--- src/rtl/spi_rd_pkg.sv ---
// Shared types and constants for the serial flash word reader.
// Assumes a flash that accepts the fast-read opcode with one dummy byte.
package spi_rd_pkg;

    // Controller sequencing states
    typedef enum logic [2:0] {
        S_IDLE,   // deselected, waiting for a request
        S_CMD,    // shifting opcode and address
        S_DUMMY,  // dummy clocks before data
        S_DATA,   // shifting in one word
        S_ACK,    // word complete, acknowledge cycle
        S_PARK    // selected, clock parked low, burst open
    } rd_state_t;

    // Fast-read opcode sent at the start of every burst
    localparam logic [7:0] FAST_READ_OP = 8'h0B;

endpackage

--- src/rtl/spi_rd_tx_shift.sv ---
// Command shifter: loads opcode plus address and presents them MSB first.
// Assumes the caller pulses shift_en only at falling serial clock edges,
// so the output never changes while the serial clock is high.
module spi_rd_tx_shift #(
    parameter int WIDTH = 32
) (
    input  logic             clk,
    input  logic             rst_n,
    input  logic             load,
    input  logic             shift_en,
    input  logic [WIDTH-1:0] load_val,
    output logic             mosi
);

    logic [WIDTH-1:0] sr_q;

    // Load a new command or move the next bit to the top
    always_ff @(posedge clk or negedge rst_n) begin
        if (!rst_n)
            sr_q <= '0;
        else if (load)
            sr_q <= load_val;
        else if (shift_en)
            sr_q <= {sr_q[WIDTH-2:0], 1'b0};
    end

    assign mosi = sr_q[WIDTH-1];

endmodule

--- src/rtl/spi_rd_rx_shift.sv ---
// Data shifter: collects serial bits MSB first into one word.
// Assumes shift_en is pulsed once per bit, at the end of the high phase.
module spi_rd_rx_shift #(
    parameter int WIDTH = 32
) (
    input  logic             clk,
    input  logic             rst_n,
    input  logic             shift_en,
    input  logic             miso,
    output logic [WIDTH-1:0] word
);

    logic [WIDTH-1:0] sr_q;

    // Append each sampled bit at the bottom; the first bit ends in the MSB
    always_ff @(posedge clk or negedge rst_n) begin
        if (!rst_n)
            sr_q <= '0;
        else if (shift_en)
            sr_q <= {sr_q[WIDTH-2:0], miso};
    end

    assign word = sr_q;

endmodule

--- src/rtl/spi_rd_addr_track.sv ---
// Next-address tracker: remembers where an open burst will continue.
// Assumes capture is pulsed when a word access is accepted; the compare
// wraps at the address width, as the flash address counter does.
module spi_rd_addr_track #(
    parameter int ADDR_W     = 24,
    parameter int WORD_BYTES = 4
) (
    input  logic              clk,
    input  logic              rst_n,
    input  logic              capture,
    input  logic [ADDR_W-1:0] addr,
    output logic              is_seq
);

    localparam logic [ADDR_W-1:0] STEP = ADDR_W'(WORD_BYTES);

    logic [ADDR_W-1:0] next_q;

    // Record the address following the word now being read
    always_ff @(posedge clk or negedge rst_n) begin
        if (!rst_n)
            next_q <= '0;
        else if (capture)
            next_q <= addr + STEP;
    end

    assign is_seq = (addr == next_q);

endmodule

--- src/rtl/spi_word_reader.sv ---
// Read-only serial NOR flash word reader using the fast-read command.
// Generates a mode-0 serial clock at half the clk rate; samples the input
// at the end of each high phase, which leaves a full clk period for the
// flash output delay. Keeps the burst open between words and continues it
// when the next request is the following word. Assumes the host holds
// req_en and req_addr steady until rd_ack.
module spi_word_reader
    import spi_rd_pkg::*;
#(
    parameter int ADDR_W     = 24,
    parameter int DATA_W     = 32,
    parameter int DUMMY_BITS = 8
) (
    input  logic              clk,
    input  logic              rst_n,
    input  logic              req_en,
    input  logic [ADDR_W-1:0] req_addr,
    output logic [DATA_W-1:0] rd_data,
    output logic              rd_ack,
    output logic              sck,
    output logic              mosi,
    input  logic              miso,
    output logic              cs_n
);

    localparam int OP_W     = $bits(FAST_READ_OP);
    localparam int CMD_BITS = OP_W + ADDR_W;
    localparam int MAX_A    = (CMD_BITS > DATA_W) ? CMD_BITS : DATA_W;
    localparam int MAX_BITS = (MAX_A > DUMMY_BITS) ? MAX_A : DUMMY_BITS;
    localparam int CNT_W    = $clog2(MAX_BITS);

    localparam logic [CNT_W-1:0] LAST_CMD   = CNT_W'(CMD_BITS - 1);
    localparam logic [CNT_W-1:0] LAST_DUMMY = CNT_W'(DUMMY_BITS - 1);
    localparam logic [CNT_W-1:0] LAST_DATA  = CNT_W'(DATA_W - 1);

    rd_state_t        state_q;
    logic [CNT_W-1:0] bit_cnt_q;
    logic             sck_q;
    logic             cs_n_q;

    logic sck_fall;
    logic is_seq;
    logic tx_load;
    logic tx_shift;
    logic rx_shift;
    logic capture;

    // A clk edge that sees the serial clock high lowers it: the falling edge
    assign sck_fall = sck_q;
    assign tx_load  = (state_q == S_IDLE) && req_en;
    assign tx_shift = (state_q == S_CMD)  && sck_fall;
    assign rx_shift = (state_q == S_DATA) && sck_fall;
    assign capture  = tx_load || ((state_q == S_PARK) && req_en && is_seq);

    spi_rd_tx_shift #(.WIDTH(CMD_BITS)) tx_i (
        .clk      (clk),
        .rst_n    (rst_n),
        .load     (tx_load),
        .shift_en (tx_shift),
        .load_val ({FAST_READ_OP, req_addr}),
        .mosi     (mosi)
    );

    spi_rd_rx_shift #(.WIDTH(DATA_W)) rx_i (
        .clk      (clk),
        .rst_n    (rst_n),
        .shift_en (rx_shift),
        .miso     (miso),
        .word     (rd_data)
    );

    spi_rd_addr_track #(.ADDR_W(ADDR_W), .WORD_BYTES(DATA_W / 8)) trk_i (
        .clk     (clk),
        .rst_n   (rst_n),
        .capture (capture),
        .addr    (req_addr),
        .is_seq  (is_seq)
    );

    // Sequence the burst phases, the serial clock, the select and the bit count
    always_ff @(posedge clk or negedge rst_n) begin
        if (!rst_n) begin
            state_q   <= S_IDLE;
            bit_cnt_q <= '0;
            sck_q     <= 1'b0;
            cs_n_q    <= 1'b1;
        end else begin
            case (state_q)
                S_IDLE: begin
                    sck_q <= 1'b0;
                    if (req_en) begin
                        cs_n_q    <= 1'b0;
                        bit_cnt_q <= '0;
                        state_q   <= S_CMD;
                    end
                end
                S_CMD: begin
                    sck_q <= ~sck_q;
                    if (sck_fall) begin
                        if (bit_cnt_q == LAST_CMD) begin
                            bit_cnt_q <= '0;
                            state_q   <= S_DUMMY;
                        end else begin
                            bit_cnt_q <= bit_cnt_q + CNT_W'(1);
                        end
                    end
                end
                S_DUMMY: begin
                    sck_q <= ~sck_q;
                    if (sck_fall) begin
                        if (bit_cnt_q == LAST_DUMMY) begin
                            bit_cnt_q <= '0;
                            state_q   <= S_DATA;
                        end else begin
                            bit_cnt_q <= bit_cnt_q + CNT_W'(1);
                        end
                    end
                end
                S_DATA: begin
                    sck_q <= ~sck_q;
                    if (sck_fall) begin
                        if (bit_cnt_q == LAST_DATA) begin
                            bit_cnt_q <= '0;
                            state_q   <= S_ACK;
                        end else begin
                            bit_cnt_q <= bit_cnt_q + CNT_W'(1);
                        end
                    end
                end
                S_ACK: begin
                    state_q <= S_PARK;
                end
                S_PARK: begin
                    if (req_en) begin
                        bit_cnt_q <= '0;
                        if (is_seq) begin
                            state_q <= S_DATA;
                        end else begin
                            cs_n_q  <= 1'b1;
                            state_q <= S_IDLE;
                        end
                    end
                end
                default: begin
                    state_q <= S_IDLE;
                    sck_q   <= 1'b0;
                    cs_n_q  <= 1'b1;
                end
            endcase
        end
    end

    assign sck    = sck_q;
    assign cs_n   = cs_n_q;
    assign rd_ack = (state_q == S_ACK) && req_en;

    // the serial clock is high for a single clk cycle at a time
    a_r4_sck_half_rate: assert property (@(posedge clk) disable iff (!rst_n)
        sck |=> !sck);

    // the serial clock only pulses while the flash is selected
    a_r4_sck_needs_select: assert property (@(posedge clk) disable iff (!rst_n)
        sck |-> !cs_n);

    // the acknowledge is a single-cycle pulse
    a_r6_ack_one_cycle: assert property (@(posedge clk) disable iff (!rst_n)
        rd_ack |=> !rd_ack);

    // a delivered word leaves the flash selected with the clock parked low
    a_r8_parked_low: assert property (@(posedge clk) disable iff (!rst_n)
        rd_ack |-> (!sck && !cs_n));

    // the select never reasserts straight from the data phase
    a_r9_select_gap: assert property (@(posedge clk) disable iff (!rst_n)
        $fell(cs_n) |-> !sck);

endmodule

--- config.mk ---
export PLATFORM = sky130hd
export DESIGN_NAME = spi_word_reader
export DESIGN_NICKNAME = d
export VERILOG_FILES = /design/src/rtl/spi_rd_pkg.sv /design/src/rtl/spi_rd_tx_shift.sv /design/src/rtl/spi_rd_rx_shift.sv /design/src/rtl/spi_rd_addr_track.sv /design/src/rtl/spi_word_reader.sv
export SDC_FILE = /design/constraint.sdc
export NUM_CORES = 1
export LEC_CHECK = 0
export BUFFER_PORTS_ARGS = -buffer_cell sky130_fd_sc_hd__buf_2
export CAP_MARGIN = 30
export CORE_MARGIN = 10
export CORE_UTILIZATION = 60
export CTS_BUF_LIST = sky130_fd_sc_hd__clkbuf_4
export DETAILED_ROUTE_END_ITERATION = 6
export GPL_TIMING_DRIVEN = 0
export PLACE_DENSITY = 0.83
export SLEW_MARGIN = 25
export SYNTH_ARGS = -nofsm -noshare
export SYNTH_HDL_FRONTEND = slang
export SYNTH_SLANG_ARGS = --single-unit
--- constraint.sdc ---
create_clock -name clk -period 3.1 [get_ports clk]
set_clock_uncertainty 0.15 [all_clocks]
set_input_delay 0.93 -clock clk [delete_from_list [all_inputs] [get_ports clk]]
set_output_delay 0.93 -clock clk [all_outputs]
set_load 0.03 [all_outputs]
Yosys cells after proc, flatten, opt, wreduce, memory -nomap -nowiden
Cells that the tools add are included.

Equality and inequality tests: 19. Bitwise operators: 2. Reductions and logical operators: 18. Muxes and demuxes: 23. Add/subtract/negate cells: 2.

Operators with widths (count): 2-to-1 mux 32 bit (2); 2-to-1 mux 5 bit (5); adder 24 x 3 -> 24 bit (second input constant) (1); equality test 24 bit (1); 2-to-1 mux 3 bit (8); one-hot mux 3 bit (6 select lines) (1); one-hot mux 5 bit (3 select lines) (1); != test 2 bit (second input constant) (7); != test 2 x 1 -> 1 bit (second input constant) (4); AND reduction 4 bit (2); AND reduction 8 bit (1); equality test 3 x 2 -> 1 bit (second input constant) (2); equality test 3 bit (second input constant) (2); logical AND 1 bit (6); OR reduction 2 bit (3); adder 5 x 1 -> 5 bit (second input constant) (1); equality test 5 x 3 -> 1 bit (second input constant) (1); equality test 5 bit (second input constant) (1); OR reduction 4 bit (1); equality test 3 x 1 -> 1 bit (second input constant) (1); zero test 3 bit (1); 2-to-1 mux 1 bit (3); one-hot mux 1 bit (3 select lines) (1); nonzero test 3 bit (1); 6 further kinds (7).

Output and inout port bits: 36. Input bits: 28. Flip-flop bits (word level): 98.

Longest topological paths before layout
Gate-level depths: netlist (run 1).

Depth after elaboration: 4. Depth in mapped cells: 9. Depth with buffers taken out: 8.

Cells and area by module
A second synthesis (run 1) with hierarchy kept.

Cell total of the unflattened synthesis: 464. Area total of the unflattened synthesis: 5142.4 µm².

By module, submodules not included: spi_rd_addr_track (cells an instance 172, instances 1, area an instance 1601.5 µm²); spi_rd_tx_shift (cells an instance 139, instances 1, area an instance 1512.7 µm²); spi_rd_rx_shift (cells an instance 68, instances 1, area an instance 1345.0 µm²); spi_word_reader (cells an instance 85, instances 1, area an instance 683.2 µm²).

Least setup slack after synthesis (run 1)
No wires, ideal clock.

Path type: input to register. Start: input req_addr[5]. End: register trk_i.next_q[10]. Data required time: 2.825 ns. Cell stages on the path: 9. Data arrival time: 2.692 ns. Slack: 0.133 ns. Cells stage by stage: buf_6 xor2_1 nor4_1 nand4_1 nor4_4 a21o_1 buf_6 buf_12 mux2_4.

Cells in the longest elaborated chain, start to end: 3. Elaborated cells on any way between the ends: 4. Those cells by class: add/sub (1); eq/ne (1); reduce/logical (2).

Ends and longest elaborated chain: start, declared (RTL line spi_word_reader.sv:17) `input logic [ADDR_W-1:0] req_addr,`; branches (longest 3 deep; another with adder 24 x 3 -> 24 bit); end signal, assigned (RTL line spi_rd_addr_track.sv:24) `next_q <= addr + STEP;`; end, declared (RTL line spi_rd_addr_track.sv:17) `logic [ADDR_W-1:0] next_q;`.

Several ways; the timed one is not identified. A chain may end at the register's enable or synchronous reset.

Worst setup path after layout (run 1)
Start: input req_addr[8]. End: register trk_i.next_q[10].

The elaborated chain is that of the path after synthesis.

==> run summary, run 1 <==
The initial antenna violation count is 0. The post-route cell area came out at ~5400 um^2. The average size of a mapped cell is about 12 um^2.

From synthesis to final layout, the design area changed by 13.1%. The global routing's busiest layer is met2. The instance area at placement came out at 5200 um^2. The synthesis-stage register bit count came out at between 90 and 100. The classification of the worst-slack hold path is in2async. The post-route netlist has between 20 and 30% of its cells at a drive strength greater than 1. After filler insertion, the fill cell instance count of the layout stands at 605. Summing all flip-flop and latch instances after layout gives ~2500 um^2. The CTS tree is done.

The length in cells of the worst reg-to-reg path came out at 9. The worst slew margin relative to its limit came out at between 50% and 60%. The count of flip-flops with a built-in enable after synthesis is 0.

In this run the remaining antenna-violating nets after routing total 0. Derived from the worst setup path, the maximum achievable clock frequency is about 0.34 GHz. The antenna cell count is 0.

In this run the critical register-to-register path is launched from state_q[1]$_DFFE_PN0P_. The total core area came out at 7690 um^2. The floorplan step set the die width to between 100 and 150 um. Global routing consumed, on the met2 layer, 27.3% of the routing resources.

The tree is rooted in a sky130_fd_sc_hd__clkbuf_4. The run finished with clean final reports. The synthesized instance count came out at 410. Counting the buffers created by CTS gives 9. The count of endpoints failing hold in the final timing report came to 0. The endpoint identified for the worst register-to-register timing path is trk_i.next_q[10]$_DFFE_PN0P_.

The total nets after synthesis came out at roughly 440. The worst setup path is launched from an input port. The clock-pin slew on the worst setup and hold paths is 0.16 ns. The post-synthesis cell area is 4740 um^2. By area the synthesized netlist is led by sky130_fd_sc_hd__dfrtp_1 (51%), sky130_fd_sc_hd__mux2_2 (8.6%), sky130_fd_sc_hd__mux2_4 (6.0%), sky130_fd_sc_hd__nand2_1 (5.1%), sky130_fd_sc_hd__xnor2_1 (4.2%). The leakage dissipation is 0.00270 uW.

The area of combinational cells with multiple inputs came out at 2140 um^2. The floorplan step defined a die boundary enclosing 11900 um^2. The number of vias per cell came out at about 5.6. The area fraction of the dominant cell type after synthesis is between 50 and 60%. The number of detailed-route iterations in the first pass came out at 4. The biggest area contributor in the post-synthesis netlist is sky130_fd_sc_hd__dfrtp_1. The most common flop cell mapped by yosys is sky130_fd_sc_hd__dfrtp_1. The clock latency of the later-clocked register in the worst-skew pair is 0.48 ns. The buffer depth of the longest clock path is 2.

VDD sags by at most between 0.4 and 0.5 mV. The worst path uses between 90 and 100% of the clock period. The total congestion overflow is 0. The worst-path maximum fanout came out at 10. The share of synthesized area occupied by flip-flops and latches is between 50 and 60%. The final setup violation count came out at 0. The slack of the worst reg-to-reg path is about 0.35 ns. The combined global-route utilization of all metal layers is ~17%. Setup repair after global routing left no endpoint under its margin. In the final routed layout, each cell accounts on average for around 17 um. The number of placement rows came out at 32. The number of buffers inserted by port buffering is 60. For this run, global-route usage on met1 was measured as between 20 and 25%. The final max-slew violation count was 0. The initial standard-cell utilization of the core is about 60%.

The met3 track utilization from global routing is 3.19%. Across the run, the number of max-cap violations was 0. The clock drives 98 sinks. The via count of the first global-routing pass was roughly 3.4k. The final layout contains routed wiring with a total length of 9800 um. The required time of the worst setup path came out at roughly 3.3 ns. The weighted congestion at the end of routability-driven global placement is 0.867. The detailed-route DRC error count came out at 0. The worst setup path is captured at a flip-flop. The ratio of total power to cell area is around 610 nW/um^2. The post-synthesis cell type count is 41.

For the pin with the worst max-slew slack, the measured transition is 0.710 ns. Measured on the finished design, the core utilization comes to 69.8%. After clock tree synthesis, the flow added hold-fix buffers numbering 0. The number of I/O pins came out at between 60 and 70. The wire length of the first global-routing pass is approximately 16000 um. The via count is ~3.3k. The number of warning messages in the yosys log came out at 0. After clock tree synthesis, the repair step resized 0 gates. The worst setup path is of the in2reg kind. The clock period minus final worst setup slack is a little under 3 ns. The fraction of registers with async set or reset after synthesis came out at 100%. The final-stage net count came out at 513. The height of the chip came out at roughly 110 um. In this run, the number of DRC markers left after iteration 0 of detailed routing was 148. The number of post-CTS setup repair buffers is 0. The largest net degree at the start of global routing came out at 77. The final HPWL from detailed placement is roughly 7100 um. For the worst setup path, the data arrival time is ~3.2 ns. The H-tree was split into 3 levels.
-- metal layers --
| metal | up-vias | wire length [um] |
|---|---|---|
| li1 | 1586 | - |
| met1 | 1664 | 4520 |
| met2 | 60 | 4770 |
| met3 | 13 | 346 |
| met4 | 0 | 170 |
| met5 | - | 0 |
-- layout make-up --
class / count / share of cell area [%]
flip-flops and latches: 98 / 45.7
multi-input cells: 286 / 39.9
repair buffers: 61 / 6.23
plain buffers: 24 / 2.64
well taps: 102 / 2.38
clock inverters: 7 / 1.75
clock buffers: 9 / 1.26
inverters: 2 / 0.140
-- cell usage in the layout, fill, tap and decap left out, drive strengths merged, types with 2 or more instances in the layout --
master,count
a21oi,7
nand3b,2
a22o,7
and3,7
a22oi,23
ha,3
xnor2,23
clkbuf,24
inv,6
o21ai,7
dfrtp,97
nand2b,3
nand2,64
nor2,13
nor3b,3
mux2,55
a211oi,2
nand4,8
nand3,10
nor4,4
o31ai,2
o22a,4
a21o,2
buf,70
nor3,7
nor2b,3
xor2,21
-- metrics by stage --
stage / worst slack (ns) / hold slack [ns] / total power (uW) / setup TNS (ns) / std cells
finish: 0.153 / 0.136 / 3250 / 0 / 589
global route: 0.0316 / 0.133 / 3430 / 0 / 589
CTS: 0.200 / 0.138 / 3260 / 0 / 589
detailed placement: -0.300 / 0.313 / 2520 / -6.22 / 573
global placement: -0.240 / 0.308 / 2470 / -4.92 / 572
floorplan: 0.133 / 0.296 / 2260 / 0 / 410
-- power by group --
| group | switching [uW] | internal (uW) | total [uW] |
|---|---|---|---|
| clock | 482 | 269 | 751 |
| sequential | 147 | 1500 | 1650 |
| combinational | 490 | 357 | 847 |
| total | 1120 | 2130 | 3250 |
-- synthesized netlist by cell type (2+ instances only) --
library cell and instances:
sky130_fd_sc_hd__nand2b_1 3, sky130_fd_sc_hd__xnor2_1 23, sky130_fd_sc_hd__clkbuf_1 15, sky130_fd_sc_hd__buf_2 3, sky130_fd_sc_hd__nand4_1 8, sky130_fd_sc_hd__inv_1 2
sky130_fd_sc_hd__buf_12 2, sky130_fd_sc_hd__a21oi_1 7, sky130_fd_sc_hd__and3_1 7, sky130_fd_sc_hd__o21ai_0 7, sky130_fd_sc_hd__a211oi_1 2, sky130_fd_sc_hd__buf_1 2
sky130_fd_sc_hd__nor2b_1 3, sky130_fd_sc_hd__mux2_4 19, sky130_fd_sc_hd__a21o_1 2, sky130_fd_sc_hd__nor3b_1 3, sky130_fd_sc_hd__ha_1 3, sky130_fd_sc_hd__buf_6 2
sky130_fd_sc_hd__xor2_1 21, sky130_fd_sc_hd__nor4_1 2, sky130_fd_sc_hd__mux2_2 36, sky130_fd_sc_hd__dfrtp_1 97, sky130_fd_sc_hd__a22o_1 7, sky130_fd_sc_hd__o31ai_1 2
sky130_fd_sc_hd__o22a_1 4, sky130_fd_sc_hd__nand3b_1 2, sky130_fd_sc_hd__nand3_1 10, sky130_fd_sc_hd__a22oi_1 23, sky130_fd_sc_hd__nor3_1 6, sky130_fd_sc_hd__nand2_1 64
sky130_fd_sc_hd__nor2_1 13
-- worst max-delay path by stage --
stage / start / endpoint / slack (ns)
after global placement: req_addr[8] / trk_i.next_q[8]$_DFFE_PN0P_ / -0.24
after detailed placement: req_addr[8] / trk_i.next_q[10]$_DFFE_PN0P_ / -0.30
after CTS: req_addr[8] / trk_i.next_q[10]$_DFFE_PN0P_ / 0.20
after floorplan: req_addr[5] / trk_i.next_q[10]$_DFFE_PN0P_ / 0.13
after global routing: state_q[2]$_DFFE_PN0P_ / rd_ack / 0.03
final: req_addr[8] / trk_i.next_q[10]$_DFFE_PN0P_ / 0.15
-- state kept, by name (all words and copies together), names as in the netlist --
| register | cells |
|---|---|
| bit_cnt_q | 5 |
| cs_n | 1 |
| rx_i.word | 32 |
| sck | 1 |
| state_q | 3 |
| trk_i.next_q | 24 |
| tx_i.sr_q | 32 |
-- worst max-delay path, cell delays in order --
cell                       delay [ns]
sky130_fd_sc_hd__clkbuf_1        0.30
sky130_fd_sc_hd__xor2_1          0.13
sky130_fd_sc_hd__nor4_1          0.33
sky130_fd_sc_hd__nand4_1         0.21
sky130_fd_sc_hd__nor4_4          0.47
sky130_fd_sc_hd__a21o_1          0.19
sky130_fd_sc_hd__buf_6           0.14
sky130_fd_sc_hd__buf_12          0.15
sky130_fd_sc_hd__mux2_4          0.31
-- cell families (layout without fill, tap and decap cells) --
kind of cell / Yosys count / after routing / synth area share, %
DFF: 98 / 98 / 51.8
and+or+nand+nor: 128 / 128 / 13.2
muxes: 55 / 55 / 14.6
AOI/OAI and AO/OA: 56 / 56 / 8.39
xor gates and xnor gates: 44 / 44 / 8.13
adders and majority gates: 3 / 3 / 0.792
buffers and inverters: 26 / 103 / 3.14
(Power assumes the default switching activity.)
==> run 2: changes to the inputs <==
Settings changed: CORE_UTILIZATION 60 to 54, PLACE_DENSITY 0.83 to 0.79.
Clock period 3.1 ns to 2.51 ns, I/O delays scaled along.
==> run 2 against run 1 <==
Clock-buffer cell count stayed put. Largest power group unchanged. Power rose by 22%. Largest cell class unchanged. Critical endpoint is now rd_ack. Non-clock buffer count rose by 3. Register-to-register slack got worse by 0.21 ns. Combinational power is 28% higher.
==> run summary, run 2 (synthesis results as in run 1) <==
The die span in x came out at roughly 110 um. The run finished with clean final reports. The final-stage net count is 516. The synthesis-to-layout area growth came out at 14.9%.

The count of endpoints failing hold in the final timing report came out at 0. The clock drives 98 sinks. The fraction of layout cells with a size suffix above 1 is around a third. The worst slew margin relative to its limit is a little under half. The number of buffers inserted during clock tree synthesis came out at 9. Once detail routing completed, the nets flagged for antenna violations numbered 0. The utilization after layout is a little over three fifths. The first routing iteration left 200 violations. The detailed-route DRC error count came out at 0.

In this run the critical register-to-register path is captured at trk_i.next_q[16]$_DFFE_PN0P_. The height of the chip is between 100 and 150 um. The clock network burns between 20% and 30% of the power. The antenna cell count is 0. Setup repair after global routing left no endpoint under its margin. The root buffer cell chosen for the clock tree is sky130_fd_sc_hd__clkbuf_4. The via count of the first global-routing pass was roughly 3.3k. The met3 track utilization from global routing came out at 4.36%. Once layout is complete, the cells apart from fillers number ~600. Based on the critical path, the design can be clocked at up to around 0.41 GHz. The longest clock path from root to sink contains 2 buffers. The number of cells traversed by the worst hold path is 2. In this run the power density over the cells is 730 nW/um^2. For this configuration, the core starts out at a cell density of around 55%. The endpoint of the worst hold path is rx_i.word[0]$_DFFE_PN0P_. The number of I/O pins came out at 64. Leaving out fill and tap cells, the most frequent cells in the layout are sky130_fd_sc_hd__dfrtp_1 (97), sky130_fd_sc_hd__nand2_1 (64), sky130_fd_sc_hd__buf_2 (59), sky130_fd_sc_hd__mux2_2 (36). The number of detailed-route iterations in the first pass is 4. Detailed placement ended at an HPWL of roughly 7000 um. The fraction of met1 tracks used by global routing came out at about a fifth.

The library cell used most frequently in the layout, excluding fill and tap cells, is sky130_fd_sc_hd__dfrtp_1. Summing all placed instances gives a cell area of between 5000 and 6000 um^2. The global routing stage identified its most utilized layer as met2.

The number of max-cap violations is 0. In this run the number of H-tree levels came out at 3. The worst-path maximum fanout came out at 10. The weighted congestion at the end of routability-driven global placement is between 0.8 and 0.9. The number of fillers in the final layout came out at 697.

The worst hold path begins at miso. For the worst-skew pair, the clock arrives at the later sink with an insertion delay of 0.47 ns. Net switching is 35.7% of the power. The launch point of the worst reg-to-reg path is state_q[1]$_DFFE_PN0P_. Per report_power, the combinational group accounts for 27.2% of the total. The worst-case vdd ir drop came out at about 0.36 mV. The worst path needs ~2.4 ns of the cycle, external delays included. Setup slack closes at 0.0759 ns.

The net switching power came out at 1420 uW. The analysis attributes to cell leakage a power of around 0.0028 uW. The internal power of the cells totals 2560 uW. The floorplan die area came out at between 10000 and 15000 um^2. The length in cells of the worst reg-to-reg path came out at 9. The routed wirelength normalized by instance count is between 15 and 20 um.

The total power is 3980 uW. The initialized floorplan defines 34 standard-cell rows. The clock-pin slew on the worst setup and hold paths is 0.19 ns. The relative contribution of sequential cells to total power came out at 51.3%. The post-route cell area came out at roughly 5400 um^2.

Across every metal layer, demand over resource in global routing totals ~15%. The wire length of the first global-routing pass is approximately 16000 um. The tightest min-delay check is of the in2reg type. The total wire length after detailed routing came out at 9850 um. The data arrival time of the worst path is about 1.5 ns. The slew at the pin closest to its max-slew limit came out at around 0.81 ns.

Across all layers, the routed design uses 3334 vias. The final cycle utilization of the critical path is 97.0%. The number of vias per cell came out at about 5.6. The final max-slew violation count came out at 0. STA classifies the critical path endpoint as a primary output.

Entering global routing, the biggest net connects 73 pins. The post-placement setup slack is -0.519 ns. The instance count after placement with tap cells included is 579. The required time of the worst setup path is around 1.6 ns.

The initial antenna violation count is 0. The slack of the worst reg-to-reg path came out at approximately 0.14 ns. The type of element launching the critical path is a flip-flop. The core region is about 8600 um^2.

The critical setup path kind is reg2out. TritonCTS built the clock tree. In this run the tool buffered the top-level ports with 60 buffer cells. The final setup violation count is 0. The met2 capacity usage during global routing is 25.2%. The total congestion overflow is 0.
-- run 2: changes by cell type in the layout (fill, tap and decap cells not counted), sizes merged --
| cell | previous run | this run |
|---|---|---|
| buf | 70 | 74 |
| clkbuf | 24 | 22 |
| clkinv | 1 | 3 |
| bufinv | 1 | 0 |
| clkinvlp | 1 | 0 |
| dlygate4sd3 | 0 | 1 |
-- run 2: power by group through the flow --
| stage | clock, uW | sequential [uW] | combinational [uW] |
|---|---|---|---|
| after floorplan | 0 | 2070 | 723 |
| after global placement | 0 | 2040 | 1020 |
| after detailed placement | 0 | 2060 | 1060 |
| after CTS | 878 | 2030 | 1070 |
| after global routing | 950 | 2080 | 1210 |
| final | 857 | 2040 | 1080 |
-- run 2: stage by stage --
step | setup TNS, ns | hold WS (ns)
5_1_grt | 0 | 0.306
6_report | 0 | 0.340
3_3_place_gp | -51.14 | 0.309
2_1_floorplan | -1.29 | 0.296
3_5_place_dp | -12.84 | 0.314
4_1_cts | 0 | 0.319
-- run 2: critical path: stages (launching register included) --
cell	delay, ns
sky130_fd_sc_hd__dfrtp_1	0.43
sky130_fd_sc_hd__buf_6	0.15
sky130_fd_sc_hd__nand2b_4	0.16
sky130_fd_sc_hd__nor3b_2	0.15
sky130_fd_sc_hd__buf_4	0.18
-- run 2: metal layers --
layer,vias up,wire length [um]
met5,-,0
met4,0,181
met3,17,542
met2,85,4780
met1,1646,4350
li1,1586,-
-- run 2: cell type report --
cell class                 count  area (um^2)  share of cell area (%)
clock buffer                   9         67.6                    1.24
buffer                        24          176                    3.24
tap                          108          135                    2.48
clock inverter                 7         78.8                    1.45
sequential                    98         2450                    45.0
multi-input combinational    286         2170                    39.8
timing repair buffer          64          362                    6.64
inverter                       2         7.51                   0.138
-- run 2: worst max path at each step --
| stage | from | end | cells after the start |
|---|---|---|---|
| 6_report | state_q[0]$_DFFE_PN0P_ | rd_ack | 4 |
| 5_1_grt | state_q[2]$_DFFE_PN0P_ | rd_ack | 4 |
| 4_1_cts | state_q[1]$_DFFE_PN0P_ | rd_ack | 4 |
| 3_5_place_dp | req_addr[18] | trk_i.next_q[9]$_DFFE_PN0P_ | 9 |
| 3_3_place_gp | req_addr[18] | trk_i.next_q[8]$_DFFE_PN0P_ | 9 |
| 2_1_floorplan | req_addr[8] | trk_i.next_q[10]$_DFFE_PN0P_ | 9 |
-- run 2: timing repair --
item	4_1_cts	5_1_grt
endpoints found under the setup margin	20	41
resized for setup	6	19
setup buffers	1	1
hold buffers	1	0
pin swaps	1	2
hold endpoints to repair	26	0
==> run 3: changes to the inputs <==
Settings changed: CTS_BUF_LIST sky130_fd_sc_hd__clkbuf_4 to sky130_fd_sc_hd__clkbuf_4 sky130_fd_sc_hd__clkbuf_8, GPL_TIMING_DRIVEN 0 to unset.
==> run 3 against run 2 <==
Worst hold slack got worse by 0.15 ns. Power up 5.7%. Fmax shrank 2.1%. Largest cell class unchanged. Highest routed layer unchanged.
==> run summary, run 3 (synthesis results as in run 1) <==
The final sum of negative setup slack is 0 ns. The floorplan step defined a die boundary enclosing 12900 um^2. 64 I/O pins were placed.

CTS built an H-tree with a depth of 3. After global routing the overflow that remains totals 0. The leakage dissipation is slightly below 0.003 uW. Across all setup checks in the final design, the least slack found is 0.0232 ns. The clock period minus final worst setup slack is 2.49 ns. Buffers inserted to repair hold after CTS numbered 0. In this run the worst hold path is classified as in2async. The number of fillers in the final layout is ~640. 0 antenna diodes ended up in the layout. The number of buffers inserted by port buffering came out at between 60 and 70. The met3 track utilization from global routing is 3.41%. The count of buffering cells on the critical path with inverters included came out at 3.

TritonCTS built the clock tree. The die span in x came out at 114 um. Dividing the detail-routed via count by the number of cells gives roughly 5.5. The length in cells of the worst reg-to-reg path came out at 8. The flow ran to the end, and the final reports show no timing, DRC or antenna violations. The proportion of power drawn by combinational gates came out at approximately a quarter.

Across the VDD grid, the largest voltage drop is 0.412 mV. The kind of cell with the highest combined delay along the critical path is simple AND/OR/NAND/NOR gates. The total wire length after detailed routing is between 10000 and 15000 um. The tool flagged a number of max-cap violations equal to 0.

For flop-to-flop paths, the worst setup slack is around 0.10 ns. The root buffer cell chosen for the clock tree is sky130_fd_sc_hd__clkbuf_8. The initial standard-cell utilization of the core came out at 54.9%. After routing the design area is ~5800 um^2.

The critical path endpoint category is a flip-flop. The timing-limited maximum frequency is just over 0.4 GHz. The biggest cell delay along the critical path came out at a little over 0.3 ns. The via count came out at between 3k and 4k. Setup repair after global routing could not meet its margin everywhere. The fraction of met1 tracks used by global routing came out at 20.2%. The critical setup path kind is in2reg. The number of placement rows came out at 34.

Data on the critical path arrives at its endpoint at around 2.6 ns. The ratio of total power to cell area came out at around 730 nW/um^2. The number of buffers inserted during clock tree synthesis came out at 9. The initial antenna violation count is 0. The fraction of layout cells with a size suffix above 1 is between 30% and 40%. The type of element launching the critical path is an input port.

The met2 capacity usage during global routing came out at 26.5%. The via count of the first global-routing pass is between 3k and 4k. The area of combinational cells with multiple inputs came out at between 2000 and 2500 um^2. The routed wirelength normalized by instance count is about 17 um. The post-placement setup slack is -0.346 ns. The worst register-to-register path ends at trk_i.next_q[6]$_DFFE_PN0P_. The combined global-route utilization of all metal layers is between 15 and 20%. After floorplanning, the core was sized to cover about 8600 um^2. After the first detailed-routing iteration, the DRC count stood at 200. In this run the critical register-to-register path is launched from trk_i.next_q[5]$_DFFE_PN0P_. The largest net degree at the start of global routing is 37. The count of endpoints failing hold in the final timing report came out at 0. The pre-antenna-repair detailed-routing pass consisted of 5 iterations. The first global-routing pass estimated about 17000 um of wire. The sink count of the clock tree is 98. The remaining antenna violation count after routing came out at 0. The final max-slew violation count was 0.

The proportion of total power due to net switching came out at 34.5%. met2 is the most crowded layer. The net switching power is between 1000 and 1500 uW. After detailed routing, the number of remaining DRC violations is 0. The synthesis-to-layout area growth is 21.7%.

Once placement finished, the instance area stood at between 5000 and 6000 um^2. The height of the chip is around 110 um. In the finished design, the share of the clock period the worst path needs comes to roughly 99%. The worst slew margin relative to its limit is 65.7%. The share of total power dissipated in sequential elements is between 40% and 50%. The clock latency of the later-clocked register in the worst-skew pair is between 0.3 and 0.4 ns. Measured on the finished design, the core utilization comes to about two thirds. Internal power comes to 2750 uW.

STA puts the critical path data required time at about 2.6 ns. In the layout the commonest cells are sky130_fd_sc_hd__dfrtp_1 (97), sky130_fd_sc_hd__nand2_1 (64), sky130_fd_sc_hd__buf_2 (59), sky130_fd_sc_hd__buf_4 (44), sky130_fd_sc_hd__mux2_2 (32). Leaving out fill and tap cells, the most frequent cell in the layout is sky130_fd_sc_hd__dfrtp_1. The total power is 4200 uW.

At the end of routability-driven placement, the weighted congestion stood at 0.858. The clock network burns between 20% and 30% of the power. Setup violations remaining at the end of the flow were counted as 0. The longest clock path from root to sink contains 2 buffers. For this design, the slowest cell found on the critical path is sky130_fd_sc_hd__nor4_4. The final HPWL from detailed placement is 7610 um.

The critical path goes through buf_8, xor2_2, nor4_2, buf_4, nand4_1, nor4_4, a21o_4, clkbuf_16, mux2_4. The worst-path maximum fanout came out at 5. The clock-pin slew on the worst setup and hold paths is about 0.11 ns. The slew at the pin closest to its max-slew limit is 0.514 ns. The final-stage net count is ~540. The storage element area is between 2000 and 2500 um^2.
-- run 3: cell count changes in the layout (fill, tap and decap cells not counted), sizes merged --
cell,change
buf,+35
clkbuf,-11
clkinv,+1
dlygate4sd3,-1
inv,-1
-- run 3: power by group through the flow --
stage	clock [uW]	combinational [uW]	sequential [uW]
floorplan	0	723	2070
detailed placement	0	1100	2080
global route	1120	1230	2090
finish	1030	1120	2060
CTS	1060	1100	2050
global placement	0	1050	2060
-- run 3: layout make-up --
cell class,count,area share [%]
timing repair buffer,111,13.6
multi-input combinational,286,37.9
clock inverter,7,1.41
tap,108,2.34
clock buffer,9,2.15
inverter,2,0.130
sequential,98,42.5
-- run 3: how the worst max path moves through the flow --
stage / start / end / depth (start not counted)
floorplan: req_addr[8] / trk_i.next_q[10]$_DFFE_PN0P_ / 9
global placement: req_addr[18] / trk_i.next_q[3]$_DFFE_PN0P_ / 8
detailed placement: req_addr[18] / trk_i.next_q[0]$_DFFE_PN0P_ / 8
CTS: req_addr[18] / trk_i.next_q[0]$_DFFE_PN0P_ / 8
global route: req_addr[18] / trk_i.next_q[21]$_DFFE_PN0P_ / 8
finish: req_addr[5] / trk_i.next_q[6]$_DFFE_PN0P_ / 9
-- run 3: routing by layer --
| layer | up-vias | wire length [um] |
|---|---|---|
| li1 | 1637 | - |
| met1 | 1668 | 4500 |
| met2 | 81 | 5560 |
| met3 | 16 | 476 |
| met4 | 0 | 169 |
| met5 | - | 0 |
-- run 3: repair_timing --
action                                  CTS  global route
endpoints found under the setup margin    0            24
endpoints found under the hold margin     0             0
gates resized for setup                   0            15
buffers inserted                          0             1
-- run 3: metrics by stage --
| stage | hold WS [ns] | std cells |
|---|---|---|
| after floorplan | 0.296 | 410 |
| after CTS | 0.204 | 618 |
| after global routing | 0.222 | 621 |
| after detailed placement | 0.314 | 602 |
| after global placement | 0.309 | 602 |
| final | 0.194 | 621 |
-- run 3: worst register-to-register path: stages, from the launching register on --
cell	delay (ns)
sky130_fd_sc_hd__dfrtp_1	0.43
sky130_fd_sc_hd__xor2_2	0.17
sky130_fd_sc_hd__nor4_2	0.27
sky130_fd_sc_hd__buf_4	0.15
sky130_fd_sc_hd__nand4_1	0.13
sky130_fd_sc_hd__nor4_4	0.31
sky130_fd_sc_hd__a21o_4	0.24
sky130_fd_sc_hd__clkbuf_16	0.17
sky130_fd_sc_hd__mux2_4	0.30
